==> src/rtl/secded_pkg.sv <==
package secded_pkg;

    localparam int DW  = 64;          // protected data width
    localparam int PW  = 7;           // Hamming check bits
    localparam int HW  = DW + PW;     // highest Hamming position
    localparam int CWW = HW + 1;      // stored width incl. overall parity

    typedef logic [DW-1:0]  data_t;
    typedef logic [CWW-1:0] code_t;
    typedef logic [PW-1:0]  syn_t;

    typedef enum logic [1:0] {
        ECC_CLEAN = 2'd0,
        ECC_FIXED = 2'd1,
        ECC_FATAL = 2'd2
    } ecc_cls_e;

    function automatic logic is_check_pos(input int p);
        return (p & (p - 1)) == 0;
    endfunction

    // data bits fill the non-power-of-two positions in ascending order
    function automatic code_t scatter(input data_t d);
        code_t c;
        int    j;
        c = '0;
        j = 0;
        for (int p = 1; p <= HW; p++) begin
            if (!is_check_pos(p)) begin
                c[p] = d[j];
                j++;
            end
        end
        return c;
    endfunction

    function automatic data_t gather(input code_t c);
        data_t d;
        int    j;
        d = '0;
        j = 0;
        for (int p = 1; p <= HW; p++) begin
            if (!is_check_pos(p)) begin
                d[j] = c[p];
                j++;
            end
        end
        return d;
    endfunction

    // XOR of positions grouped by index bit
    function automatic syn_t syndrome(input code_t c);
        syn_t s;
        s = '0;
        for (int p = 1; p <= HW; p++) begin
            for (int k = 0; k < PW; k++) begin
                if (((p >> k) & 1) != 0) s[k] = s[k] ^ c[p];
            end
        end
        return s;
    endfunction

endpackage

==> src/rtl/secded_enc.sv <==
module secded_enc
    import secded_pkg::*;
(
    input  data_t data_i,
    output code_t code_o
);

    code_t placed;
    syn_t  chk;
    code_t with_chk;

    always_comb begin
        placed   = scatter(data_i);
        chk      = syndrome(placed);
        with_chk = placed;
        for (int k = 0; k < PW; k++) begin
            with_chk[1 << k] = chk[k];
        end
        with_chk[0] = ^with_chk[HW:1];
        code_o      = with_chk;
    end

endmodule

==> src/rtl/secded_dec.sv <==
module secded_dec
    import secded_pkg::*;
(
    input  code_t    code_i,
    output data_t    data_o,
    output ecc_cls_e cls_o
);

    syn_t  syn;
    logic  par_bad;
    logic  hit;
    code_t fixed;

    always_comb begin
        syn     = syndrome(code_i);
        par_bad = ^code_i;
        fixed   = code_i;
        hit     = 1'b0;
        cls_o   = ECC_CLEAN;
        if (syn == '0) begin
            if (par_bad) begin
                fixed[0] = ~code_i[0];
                cls_o    = ECC_FIXED;
            end
        end else if (par_bad) begin
            for (int p = 1; p <= HW; p++) begin
                if (int'(syn) == p) begin
                    fixed[p] = ~code_i[p];
                    hit      = 1'b1;
                end
            end
            cls_o = hit ? ECC_FIXED : ECC_FATAL;
        end else begin
            cls_o = ECC_FATAL;
        end
        data_o = gather(fixed);
    end

endmodule

==> src/rtl/sat_counter.sv <==
module sat_counter #(
    parameter int W = 8
) (
    input  logic         clk,
    input  logic         rst_n,
    input  logic         clr_i,
    input  logic         inc_i,
    output logic [W-1:0] count_o
);

    localparam logic [W-1:0] TOP = '1;

    logic [W-1:0] cnt_d, cnt_q;

    always_comb begin
        cnt_d = cnt_q;
        if (clr_i) begin
            cnt_d = '0;
        end else if (inc_i && cnt_q != TOP) begin
            cnt_d = cnt_q + 1'b1;
        end
    end

    always_ff @(posedge clk or negedge rst_n) begin
        if (!rst_n) cnt_q <= '0;
        else        cnt_q <= cnt_d;
    end

    assign count_o = cnt_q;

endmodule

==> src/rtl/secded_scrub_unit.sv <==
module secded_scrub_unit
    import secded_pkg::*;
#(
    parameter int ADDR_W = 16,
    parameter int CNT_W  = 8
) (
    input  logic              clk,
    input  logic              rst_n,
    input  logic [DW-1:0]     wr_data_i,
    output logic [CWW-1:0]    wr_code_o,
    input  logic              rd_valid_i,
    input  logic [ADDR_W-1:0] rd_addr_i,
    input  logic [CWW-1:0]    rd_code_i,
    input  logic              scrub_en_i,
    output logic              rd_valid_o,
    output logic [DW-1:0]     rd_data_o,
    output logic              rd_corr_o,
    output logic              rd_uncorr_o,
    output logic              scrub_req_o,
    output logic [ADDR_W-1:0] scrub_addr_o,
    output logic [CWW-1:0]    scrub_code_o,
    input  logic              cnt_clr_i,
    output logic [CNT_W-1:0]  corr_cnt_o,
    output logic [CNT_W-1:0]  uncorr_cnt_o
);

    localparam int N_EVT = 2;   // index 0: repaired, 1: unrepairable

    typedef struct packed {
        logic              vld;
        logic [DW-1:0]     data;
        logic              corr;
        logic              uncorr;
        logic              scrub;
        logic [ADDR_W-1:0] addr;
    } rd_state_t;

    rd_state_t st_d, st_q;
    data_t     dec_data;
    ecc_cls_e  dec_cls;
    logic [N_EVT-1:0]            evt;
    logic [N_EVT-1:0][CNT_W-1:0] cnt;

    secded_enc u_wr_enc (
        .data_i (wr_data_i),
        .code_o (wr_code_o)
    );

    secded_dec u_dec (
        .code_i (rd_code_i),
        .data_o (dec_data),
        .cls_o  (dec_cls)
    );

    always_comb begin
        st_d        = st_q;
        st_d.vld    = rd_valid_i;
        st_d.corr   = rd_valid_i && (dec_cls == ECC_FIXED);
        st_d.uncorr = rd_valid_i && (dec_cls == ECC_FATAL);
        st_d.scrub  = rd_valid_i && (dec_cls == ECC_FIXED) && scrub_en_i;
        if (rd_valid_i) begin
            st_d.data = dec_data;
            st_d.addr = rd_addr_i;
        end
    end

    always_ff @(posedge clk or negedge rst_n) begin
        if (!rst_n) st_q <= '0;
        else        st_q <= st_d;
    end

    // clean codeword for the write-back, built from the registered data
    secded_enc u_scrub_enc (
        .data_i (st_q.data),
        .code_o (scrub_code_o)
    );

    assign evt = {st_d.uncorr, st_d.corr};

    for (genvar gi = 0; gi < N_EVT; gi++) begin : g_cnt
        sat_counter #(.W(CNT_W)) u_cnt (
            .clk     (clk),
            .rst_n   (rst_n),
            .clr_i   (cnt_clr_i),
            .inc_i   (evt[gi]),
            .count_o (cnt[gi])
        );
    end

    assign rd_valid_o   = st_q.vld;
    assign rd_data_o    = st_q.data;
    assign rd_corr_o    = st_q.corr;
    assign rd_uncorr_o  = st_q.uncorr;
    assign scrub_req_o  = st_q.scrub;
    assign scrub_addr_o = st_q.addr;
    assign corr_cnt_o   = cnt[0];
    assign uncorr_cnt_o = cnt[1];

endmodule

==> config.mk <==
export PLATFORM = sky130hd
export DESIGN_NAME = secded_scrub_unit
export DESIGN_NICKNAME = d
export VERILOG_FILES = /design/src/rtl/secded_pkg.sv /design/src/rtl/secded_enc.sv /design/src/rtl/secded_dec.sv /design/src/rtl/sat_counter.sv /design/src/rtl/secded_scrub_unit.sv
export SDC_FILE = /design/constraint.sdc
export NUM_CORES = 1
export LEC_CHECK = 0
export ABC_AREA = 1
export BUFFER_PORTS_ARGS = -buffer_cell sky130_fd_sc_hd__buf_2
export CORE_ASPECT_RATIO = 1.2
export CORE_MARGIN = 2
export CORE_UTILIZATION = 47
export DETAILED_ROUTE_END_ITERATION = 10
export PLACE_DENSITY = 0.9
export SLEW_MARGIN = 15
export SYNTH_ARGS = -nofsm -noshare
export SYNTH_HDL_FRONTEND = slang
export SYNTH_SLANG_ARGS = --single-unit
==> constraint.sdc <==
create_clock -name clk -period 2.9 [get_ports clk]
set_clock_uncertainty 0.2 [all_clocks]
set_input_delay 0.435 -clock clk [delete_from_list [all_inputs] [get_ports clk]]
set_output_delay 0.435 -clock clk [all_outputs]
set_load 0.01 [all_outputs]
==> out/qor.csv <==
metric,value,unit
cp.buffers_inverters,3,
max_freq,0.240,GHz
rr_startpoint,g_cnt[1].u_cnt.count_o[1]$_DFFE_PN0P_,
synth-edff-count,0,
die_w,148,µm
cp-end-kind,output port,
synth_adder_area_share,0.214,%
area_growth_syn_to_layout,48.3,%
fin_nets,2387,
clk_pin_slew,0.07,ns
synth_top_family_by_area,XOR/XNOR gates,
required,2.27,ns
synth_compound_area_share,3.86,%
place.port_buffers,400,
max_stage_delay,0.65,ns
ios,401,
dpl-instance-area,15300,µm²
dr.pass1.iters,5,
r2r_slack,0.97,ns
cp_slowest_cell,xor2_1,
min_to,scrub_req_o$_DFF_PN0_,
hold_class,in2reg,
cp_cell_sequence,xnor2_2 -> xor2_1 -> xor2_1 -> xor2_1 -> xnor2_1 -> xor2_1 -> xor2_1 -> inv_1 -> nand3_2 -> nand2_1 -> nand2_1 -> inv_1 -> nor2_2 -> buf_2,
yosys_most_used_dff,dfrtp_1,
tns,-4.75,ns
clk_latency,0.36,ns
synth.area.mux_share,1.54,%
worstSetupPathType,reg2out,
reg2reg_depth,9,
synthXorXnorAreaFrac,35.6,%
period_needed,4.17,ns
crit_family,XOR/XNOR gates,
hold_slack,0.0919,ns
power,15500,µW
violations,setup timing,
grt_use_total,32.9,%
final_util,70.4,%
yosys_register_bits,100,
slew_headroom,49.2,%
postSynth.asyncResetShare,100,%
coreArea,24600,µm²
via_count,13578,
wl_per_cell,19.6,µm
synth_most_common_cell,nand2_1,
maxCapViolations,0,
dp_hpwl,35.4,mm
ys_warn_count,0,
cp_max_fo,4,
syn-num-nets,1826,
grt_pass1_wl,66.3,mm
synth_common_cells,"nand2_1, xnor2_1, xor2_1, nor2_1, inv_1",
power_density,898,nW/µm²
synth_area_leaders,"dfrtp_1, xnor2_1, xor2_1, nand2_1, buf_4",
fill_cells,1628,
finalHoldViolations,0,
root_buffer,clkbuf_16,
timing.rr.end,g_cnt[1].u_cnt.count_o[2]$_DFFE_PN0P_,
report.final.slew_viol_count,0,
tritoncts,built,
cp.arrival,3.54,ns
startpoint_type,flip-flop,
numCtsBuffers,9,
initial_utilization,47.4,%
worstHoldStart,scrub_en_i,
drc_errors,0,
status,"finished, violations left",
clock_sinks,100,
setup_viol,11,
grt_max_degree,119,
period_share,144,%
globalplace.congestion,0.960,
grt_pass1_vias,12848,
drt-total-wl,50.4,mm
regArea,2520,µm²
netlist_area,11700,µm²
crit_top_cell,xor2_1,
rows,63,
rsz0062_at_grt,yes,
via_per_inst,5.29,
drive_above_1_share,45.6,%
worst_slack,-1.27,ns
cts_max_level,3,
synthCells,1667,
design.die.area,26100,µm²
yosysSeqAreaShare,21.4,%
synth.largest_area_cell,dfrtp_1,
drtIter0Drc,862,
fin_area,17300,µm²
overflow,0,
multi_input_area,8890,µm²
leakagePower,0.00897,µW
peakVddDrop,0.881,mV
avgSynthCellArea,7.00,µm²
die_y,177,µm
synthSimpleGateAreaFrac,23.3,%
antenna_found_initial,7,
ys_types,32,
hold_path_depth,3,
clk_path_buf_depth,2,
ant_nets,0,
tightest_slew,0.759,ns
synth_top_area_share,21.4,%
## routing by layer
layer	share of wire [%]	GRT usage, %	wire, µm	up-vias
met3	9.6	7.49	4850	345
met4	11	30.4	5350	2
met5	0.022	0	11	-
met2	49	59.6	24700	912
met1	31	30.4	15400	6278
li1	-	-	-	6041
## worst max path at each step
stage	startpoint	end	slack, ns	depth (start not counted)
floorplan	rd_data_o[56]$_DFFE_PN0P_	scrub_code_o[0]	-0.1	16
global placement	wr_data_i[50]	wr_code_o[0]	-0.43	13
detailed placement	rd_data_o[13]$_DFFE_PN0P_	scrub_code_o[0]	-0.53	18
CTS	rd_data_o[13]$_DFFE_PN0P_	scrub_code_o[0]	-0.75	18
global route	rd_data_o[13]$_DFFE_PN0P_	scrub_code_o[0]	-1.36	14
finish	rd_data_o[13]$_DFFE_PN0P_	scrub_code_o[0]	-1.27	14
## cell type report
| cell class | instances | share of cell area, % |
|---|---|---|
| well taps | 325 | 2.35 |
| repair inverters | 1 | 0.0434 |
| inverters | 134 | 2.91 |
| clock buffers | 10 | 1.32 |
| multi-input cells | 1263 | 51.4 |
| flip-flops and latches | 100 | 14.6 |
| repair buffers | 719 | 26.8 |
| clock inverters | 6 | 0.463 |
| diodes | 11 | 0.159 |
## layout by cell type (no fill, tap or decap), drive strengths merged
cell	instances
clkinvlp	1
dlygate4sd3	1
inv	136
or2	3
nand2	468
dfrtp	100
nand4	6
diode	11
o21ai	12
a21oi	75
xnor2	253
xor2	220
mux2	16
nand3	53
buf	708
nand3b	4
clkbuf	20
nor2	142
clkinv	3
a21o	2
bufinv	1
nor3	4
nand2b	2
and2	1
ha	2
## kinds of logic (layout without fill, tap and decap cells)
group           Yosys count  in the layout
simple gates            683            683
xor+xnor                473            473
buf+inv                 304            870
flops                   100            100
compound gates           89             89
mux                      16             16
fa+ha+maj                 2              2
other cells               0             11
## flip-flops by register name (all words and copies together), names as in the netlist
name                 flops
g_cnt.u_cnt.count_o     16
rd_corr_o                1
rd_data_o               64
rd_uncorr_o              1
rd_valid_o               1
scrub_addr_o            16
scrub_req_o              1
## report_power, final
part	internal, µW	switching (µW)
clock	689	591
combinational	5520	6990
sequential	1560	196
total	7760	7770
## worst min-delay path: stages
cell	delay, ns
buf_2	0.10
inv_1	0.05
nor2_1	0.04
## what timing repair did
item | CTS | global route
pin swaps | 40 | 112
gates cloned | 1 | 0
setup buffers | 15 | 21
endpoints found under the hold margin | 22 | 0
hold buffers | 1 | 0
resized for setup | 63 | 280
setup endpoints to repair | 36 | 92
## through the flow
step | setup slack (ns) | instances
detailed placement | -0.531 | 2515
global placement | -0.426 | 2515
global route | -1.36 | 2564
floorplan | -0.0964 | 1667
CTS | -0.746 | 2548
finish | -1.27 | 2569
No activity file was read; power rests on OpenSTA's default activity.
